## config.mk

```make
export PLATFORM = sky130hd
export DESIGN_NAME = wake_irq_ctrl
export DESIGN_NICKNAME = d
export VERILOG_FILES = /design/src/rtl/wake_irq_ctrl.sv
export SDC_FILE = /design/constraint.sdc
export NUM_CORES = 1
export LEC_CHECK = 0
export BUFFER_PORTS_ARGS = -buffer_cell sky130_fd_sc_hd__clkbuf_2
export CAP_MARGIN = 20
export CORE_ASPECT_RATIO = 1.25
export CORE_MARGIN = 5
export CORE_UTILIZATION = 54
export CTS_CLUSTER_DIAMETER = 120
export CTS_CLUSTER_SIZE = 12
export DETAILED_ROUTE_END_ITERATION = 6
export GPL_TIMING_DRIVEN = 0
export PLACE_DENSITY = 0.76
export SYNTH_ARGS = -nofsm -noshare
export SYNTH_HDL_FRONTEND = slang
export SYNTH_SLANG_ARGS = --single-unit
```

## constraint.sdc

```tcl
create_clock -name clk -period 2.04 [get_ports clk]
set_input_delay 0.306 -clock clk [delete_from_list [all_inputs] [get_ports clk]]
set_output_delay 0.306 -clock clk [all_outputs]
set_load 0.005 [all_outputs]
```

## src/rtl/wake_irq_ctrl.sv

```systemverilog
module wake_irq_ctrl #(
  parameter int NPIN  = 8,
  parameter int AW    = 8,
  parameter int NMODE = 6,
  parameter int SYNC  = 2,
  parameter int IW    = $clog2(NPIN)
) (
  input  logic            clk,
  input  logic            rst_n,
  input  logic [NPIN-1:0] pin_in,
  input  logic            wr_en,
  input  logic [AW-1:0]   addr,
  input  logic [NPIN-1:0] wdata,
  output logic [NPIN-1:0] rdata,
  output logic [NPIN-1:0] pin_oe,
  output logic            irq,
  output logic [IW-1:0]   svc_idx
);

  localparam int M_FALL = 0;
  localparam int M_LOW  = 1;
  localparam int M_HIGH = 2;
  localparam int M_RISE = 3;

  localparam int MODE_BASE   = 'h04;
  localparam int MODE_STRIDE = 12;
  localparam int DET_BASE    = 'h4C;
  localparam int IEN_BASE    = 'h58;
  localparam int PEND_ADDR   = 'h64;
  localparam int OE_BASE     = 'h74;

  logic [NMODE-1:0][NPIN-1:0] mode_q;
  logic [NPIN-1:0] det_q, ien_q, oe_q, pend_q;
  logic [SYNC:0][NPIN-1:0] sync_q;
  logic [NPIN-1:0] rise, fall, fire, clr, act;

  function automatic logic [NPIN-1:0] tri_upd(input logic [NPIN-1:0] cur, input int base);
    logic [NPIN-1:0] nx;
    nx = cur;
    if (wr_en && addr == AW'(base))     nx = cur & ~wdata;
    if (wr_en && addr == AW'(base + 4)) nx = cur | wdata;
    return nx;
  endfunction

  always_ff @(posedge clk or negedge rst_n) begin
    if (!rst_n) begin
      mode_q <= '0;
      det_q  <= '0;
      ien_q  <= '0;
      oe_q   <= '0;
    end else begin
      for (int i = 0; i < NMODE; i++)
        mode_q[i] <= tri_upd(mode_q[i], MODE_BASE + MODE_STRIDE * i);
      det_q <= tri_upd(det_q, DET_BASE);
      ien_q <= tri_upd(ien_q, IEN_BASE);
      oe_q  <= tri_upd(oe_q, OE_BASE);
    end
  end

  always_ff @(posedge clk or negedge rst_n) begin
    if (!rst_n) sync_q <= '0;
    else begin
      sync_q[0] <= pin_in;
      for (int k = 1; k <= SYNC; k++) sync_q[k] <= sync_q[k-1];
    end
  end

  assign rise = sync_q[SYNC-1] & ~sync_q[SYNC];
  assign fall = ~sync_q[SYNC-1] & sync_q[SYNC];
  assign fire = det_q & ((mode_q[M_FALL] & fall) | (mode_q[M_RISE] & rise) |
                         (mode_q[M_LOW] & ~pin_in) | (mode_q[M_HIGH] & pin_in));
  assign clr  = (wr_en && addr == AW'(PEND_ADDR)) ? wdata : '0;

  always_ff @(posedge clk or negedge rst_n) begin
    if (!rst_n) pend_q <= '0;
    else        pend_q <= (pend_q & ~clr) | fire;
  end

  always_comb begin
    rdata = '0;
    for (int i = 0; i < NMODE; i++)
      if (addr == AW'(MODE_BASE + MODE_STRIDE * i + 8)) rdata = mode_q[i];
    if (addr == AW'(DET_BASE + 8))  rdata = det_q;
    if (addr == AW'(IEN_BASE + 8))  rdata = ien_q;
    if (addr == AW'(OE_BASE + 8))   rdata = oe_q;
    if (addr == AW'(PEND_ADDR))     rdata = pend_q;
  end

  assign act    = pend_q & ien_q;
  assign irq    = |act;
  assign pin_oe = oe_q;

  always_comb begin
    svc_idx = '0;
    for (int i = NPIN - 1; i >= 0; i--)
      if (act[i]) svc_idx = IW'(i);
  end


  no_det_capture_chk: assert property (@(posedge clk) disable iff (!rst_n)
    1'b1 |=> ((pend_q & ~$past(pend_q) & ~$past(det_q)) == '0));


  reserved_mode_quiet_chk: assert property (@(posedge clk) disable iff (!rst_n)
    1'b1 |=> ((pend_q & ~$past(pend_q) &
               ~$past(mode_q[M_FALL] | mode_q[M_LOW] | mode_q[M_HIGH] | mode_q[M_RISE])) == '0));


  pend_clear_chk: assert property (@(posedge clk) disable iff (!rst_n)
    (wr_en && addr == AW'(PEND_ADDR)) |=> ((pend_q & $past(wdata) & ~$past(fire)) == '0));


  svc_lowest_chk: assert property (@(posedge clk) disable iff (!rst_n)
    irq |-> (pend_q[svc_idx] && ien_q[svc_idx] &&
             ((pend_q & ien_q & ((NPIN'(1) << svc_idx) - NPIN'(1))) == '0)));


  oe_hold_chk: assert property (@(posedge clk) disable iff (!rst_n)
    !(wr_en && (addr == AW'(OE_BASE) || addr == AW'(OE_BASE + 4))) |=> $stable(pin_oe));

endmodule

```

Word-level counts from Yosys, hierarchy flattened
Index checks and enable logic that the tools add are counted.

Shifts and indexed selects: 0. Bitwise operators: 36. Divide/modulo/power cells: 0. $lt $le $gt $ge: 0. $mul: 0. Equal/unequal tests: 28. Reductions and logical operators: 29. Muxes and demuxes: 37. Add/subtract/negate cells: 0.

Operators by type and width (count): 2-to-1 mux 8 bit (29); bitwise AND 8 bit (18); == test 8 x 7 -> 1 bit (second input constant) (13); bitwise OR 8 bit (13); == test 8 x 6 -> 1 bit (second input constant) (8); NOT 8 bit (5); == test 8 x 5 -> 1 bit (second input constant) (4); 2-to-1 mux 3 bit (8); logical AND 1 bit (19); nonzero test 2 bit (9); == test 8 x 4 -> 1 bit (second input constant) (2); == test 8 x 3 -> 1 bit (second input constant) (1); OR reduction 8 bit (1).

Logic and storage cells: 143. RAM bits: 0. ROM bits: 0. Register bits after elaboration: 104. Memories: 0. Output and inout bits: 20. Latch bits: 0.

Depth between registers and ports, before layout
Depth after elaboration: 11. Depth in mapped cells: 7.

Least setup slack after synthesis
OpenSTA, ideal clock, no wires.

Path kind: input-to-output. Start: input port addr[6]. End: output port rdata[0]. Path buffers: 1. Data required time: 1734 ps. Path slack: -52 ps. Stages: 6. Arrival time: 1786 ps. Path through: buf_4 -> or3b_1 -> nor3_1 -> a22oi_1 -> and3_1 -> o22ai_1.

Longest elaborated chain between the ends: 11. Elaborated cells between the ends (all ways): 20. Classes of those cells: eq/ne: 10; mux: 10.

Ends and longest elaborated chain: start: declaration (line 12) `input logic [AW-1:0] addr,`; == test 8 x 4 -> 1 bit (line 82) `if (addr == AW'(MODE_BASE + MODE_STRIDE * i + 8)) rdata = mode_q[i];`; 2-to-1 mux 8 bit (6 in a row) (line 82); 2-to-1 mux 8 bit (line 83) `if (addr == AW'(DET_BASE + 8)) rdata = det_q;`; 2-to-1 mux 8 bit (line 84) `if (addr == AW'(IEN_BASE + 8)) rdata = ien_q;`; 2-to-1 mux 8 bit (line 85) `if (addr == AW'(OE_BASE + 8)) rdata = oe_q;`; 2-to-1 mux 8 bit (*) (line 86) `if (addr == AW'(PEND_ADDR)) rdata = pend_q;`; end: declaration (line 14) `output logic [NPIN-1:0] rdata,`.

Mark *: on every way between the ends. The rest lies on a longest branch, timed or not.

Worst setup path in the final report
Start: input port addr[7]. End: output port rdata[5].

Same word-level chain as after synthesis.

==> summary.md <==
| Metric | Value |
|---|---|
| Status | `finished with violations` |
| Failing checks | `setup timing` |
| Clk root buf | `clkbuf_16` |
| Total CTS buffers | `9` |
| Final GP Congestion | `0.9461` |
| Htree depth | `3` |
| Initial antenna violation count | `0` |
| Crit Path Max Fanout | `8` |
| Die Y | `118.8 um` |
| Fin Clk Skew | `0.006671 ns` |
| Rows | `39` |
| Hold Fails Final Rpt | `0` |
| Post-synth EDFFs | `0` |
| Crit. End Element | `primary output` |
| DRT Pass-1 Iters | `6` |
| Setup violators final | `24` |
| First-pass GRT wire length | `24.43 mm` |
| Sequential cell area | `0.002603 sq mm` |
| Clock Path Buffers | `2` |
| Fin cells | `693` |
| Largest net degree at the start of global routing | `55` |
| Hold slack | `0.02554 ns` |
| Design area | `0.006307 sq mm` |
| Initial drt markers | `516` |
| Die X | `97.07 um` |
| WP data required | `1.73 ns` |
| Vias | `4535` |
| RSZ-0062 raised after global routing | `yes` |
| DRC | `0` |
| Maximum clock rate | `0.4513 GHz` |
| Post-Syn Nets | `509` |
| Total track usage | `27.37%` |
| Worst-path clk slew | `0.07 ns` |
| Vias in the first global route | `4537` |
| Pins Over Slew Limit | `0` |
| Leak pwr | `2.803 nW` |
| Synth cell types | `55` |
| Sequential power share | `51.2%` |
| Crit share post-route | `108.6%` |
| Least-Margin Pin Slew | `0.9863 ns` |
| Switching pwr | `1.088 mW` |
| Type of the tightest min-delay check | `primary input to asynchronous set/reset pin` |
| Max Cap Viol | `0` |
| Post-synthesis async set-or-reset flop share | `100.0%` |
| Combinational power share | `10.0%` |
| WL final | `15.91 mm` |
| Placed instance area | `0.005558 sq mm` |
| Switching Fraction | `24.56%` |
| CTS Hold Buffers Added | `0` |
| Rel. slew slack | `33.70%` |
| Core area | `0.009223 sq mm` |
| GRT overflow | `0` |
| Mapped Area | `0.005117 sq mm` |
| # placed instances | `654` |
| NumNets Final | `593` |
| Area of the multi-input gates | `0.002531 sq mm` |
| Clk_lat worst skew | `0.35 ns` |
| #FFs+latches synth | `104` |
| HPWL after detailed placement | `10.37 mm` |
| Seq/Total Area, Yosys | `50.86%` |
| Final min period | `2.216 ns` |
| PD cells | `702.3 mW/mm^2` |
| Worst R2R Path Depth | `3` |
| Post-Syn Instances | `482` |
| Initial Util | `55.49%` |
| Post-place setup slack | `-0.7089 ns` |
| ANT cells | `0` |
| Worst VDD drop | `0.0004451 V` |
| Startpoint Class | `primary input` |
| P_int | `3.342 mW` |
| IO Count | `47` |
| Fill cell count | `657` |
| Wire per inst | `22.96 um` |
| TritonCTS clock tree | `done` |
| Crit path kind | `primary input to primary output` |
| Synth Warn # | `0` |
| Area grow syn2layout | `23.25%` |
| Mean post-synth cell area | `10.62 sq um` |
| Synth Flop Type | `dfrtp_1` |
| Vias per std cell | `6.544` |
| Die footprint | `0.01154 sq mm` |
| Layout cells sized above 1 | `29.30%` |
| # port buffers | `45` |
| Final worst setup slack | `-0.1759 ns` |
| Clock power share | `38.8%` |
| CP arrival | `1.91 ns` |
| # clock sinks | `104` |
| Antenna viol nets, final | `0` |
==> cell families after synthesis <==
group           after synthesis  share of synthesized area, %
mux                          40                         9.193
simple gates                181                         17.78
xor+xnor                      1                        0.1712
buf+inv                      27                         2.787
compound gates              129                         19.22
flops                       104                         50.86
==> synth_stat cells (3+ instances only) <==
master	count	area share, %
mux2_4	8	2.3
and3_1	5	0.61
nand3_1	5	0.49
nand2b_1	4	0.49
o22ai_1	7	0.86
a22o_1	51	8.7
nand2_1	102	7.5
inv_1	3	0.22
o21ai_0	11	1.1
nor2_1	19	1.4
o2bb2ai_1	5	0.86
nor3_1	11	1.1
dfrtp_1	104	51
nand3b_1	10	1.5
a211oi_1	4	0.59
a21oi_1	14	1.4
clkbuf_1	17	1.2
a22oi_1	16	2.3
or3_1	3	0.37
a21o_1	3	0.44
mux2_2	24	5.3
o211ai_1	8	1.2
mux2i_1	8	1.6
==> final cells by class <==
class / count / share of cell area, %
buffer: 22 / 2.559
clock buffer: 12 / 3.908
clock inverter: 3 / 0.6745
inverter: 3 / 0.1785
multi-input combinational: 351 / 40.13
sequential: 104 / 41.26
tap: 123 / 2.440
timing repair buffer: 75 / 8.847
==> timing repair <==
| action | in CTS | in global routing |
|---|---|---|
| pin swaps | 14 | 15 |
| setup endpoints to repair | 8 | 25 |
| setup buffers | 17 | 5 |
| cloned | 1 | 0 |
| endpoints found under the hold margin | 0 | 0 |
| resized for setup | 43 | 33 |
==> path summary, 6_finish.rpt <==
kind                              endpoint  startpoint  slack, ns
worst max-delay path              rdata[5]     addr[7]      -0.18
worst min-delay path             sync_q[8]       rst_n       0.03
worst max register to register   pend_q[6]   flip-flop       0.85
worst min register to register  sync_q[14]   sync_q[6]       0.35
max in group asynchronous        pend_q[4]       rst_n       1.30
min in group clk                 sync_q[3]   pin_in[3]       0.09
==> power groups by stage <==
stage               clock network, mW  registers [mW]  logic [mW]
floorplan                           0            2.27       0.210
global placement                    0            2.29       0.362
detailed placement                  0            2.30       0.380
CTS                              1.73            2.26       0.415
global route                     1.82            2.28       0.472
finish                           1.72            2.27       0.441
==> through the flow <==
| step | utilization, % | TNS [ns] | power (mW) |
|---|---|---|---|
| floorplan | - | 0 | 2.480 |
| global placement | 59.69 | -85.83 | 2.656 |
| detailed placement | 60.26 | -17.50 | 2.679 |
| CTS | 66.75 | -0.8284 | 4.411 |
| global route | 68.39 | -2.377 | 4.569 |
| finish | 68.39 | -1.458 | 4.430 |
==> critical path, cell delays in order <==
cell and delay, ns:
buf_12 0.11, or3b_4 0.40, or4_4 0.57, o21ai_1 0.15, a21oi_1 0.06, o21a_1 0.18
buf_2 0.12
==> layer usage <==
metal	track usage, %	up-vias	share of wire (%)
met4	17.03	0	6.1
li1	-	1950	-
met2	44.00	281	48
met1	34.50	2230	38
met5	0	-	0
met3	4.620	74	8.5
==> layout by cell type, fill, tap and decap left out, drive strengths merged, types with 2 or more instances in the layout <==
| cell type | netlist | layout |
|---|---|---|
| clkbuf | 19 | 66 |
| nor2b | 2 | 2 |
| and3 | 5 | 5 |
| or3b | 2 | 2 |
| nor3b | 2 | 2 |
| nand3b | 10 | 10 |
| dfrtp | 104 | 104 |
| a22o | 51 | 51 |
| nand3 | 5 | 5 |
| nor2 | 20 | 20 |
| inv | 3 | 3 |
| a222oi | 2 | 2 |
| mux2 | 32 | 32 |
| o21ai | 11 | 11 |
| nor3 | 13 | 13 |
| nor4 | 2 | 2 |
| mux2i | 8 | 8 |
| a21o | 3 | 3 |
| buf | 5 | 43 |
| or3 | 4 | 4 |
| nand2 | 102 | 102 |
| a22oi | 16 | 16 |
| o2bb2ai | 5 | 5 |
| a211oi | 4 | 4 |
| nand2b | 4 | 4 |
| o22ai | 7 | 7 |
| a21oi | 14 | 14 |
| o211ai | 8 | 8 |
| and4 | 2 | 2 |
(Power assumes the default switching activity.)
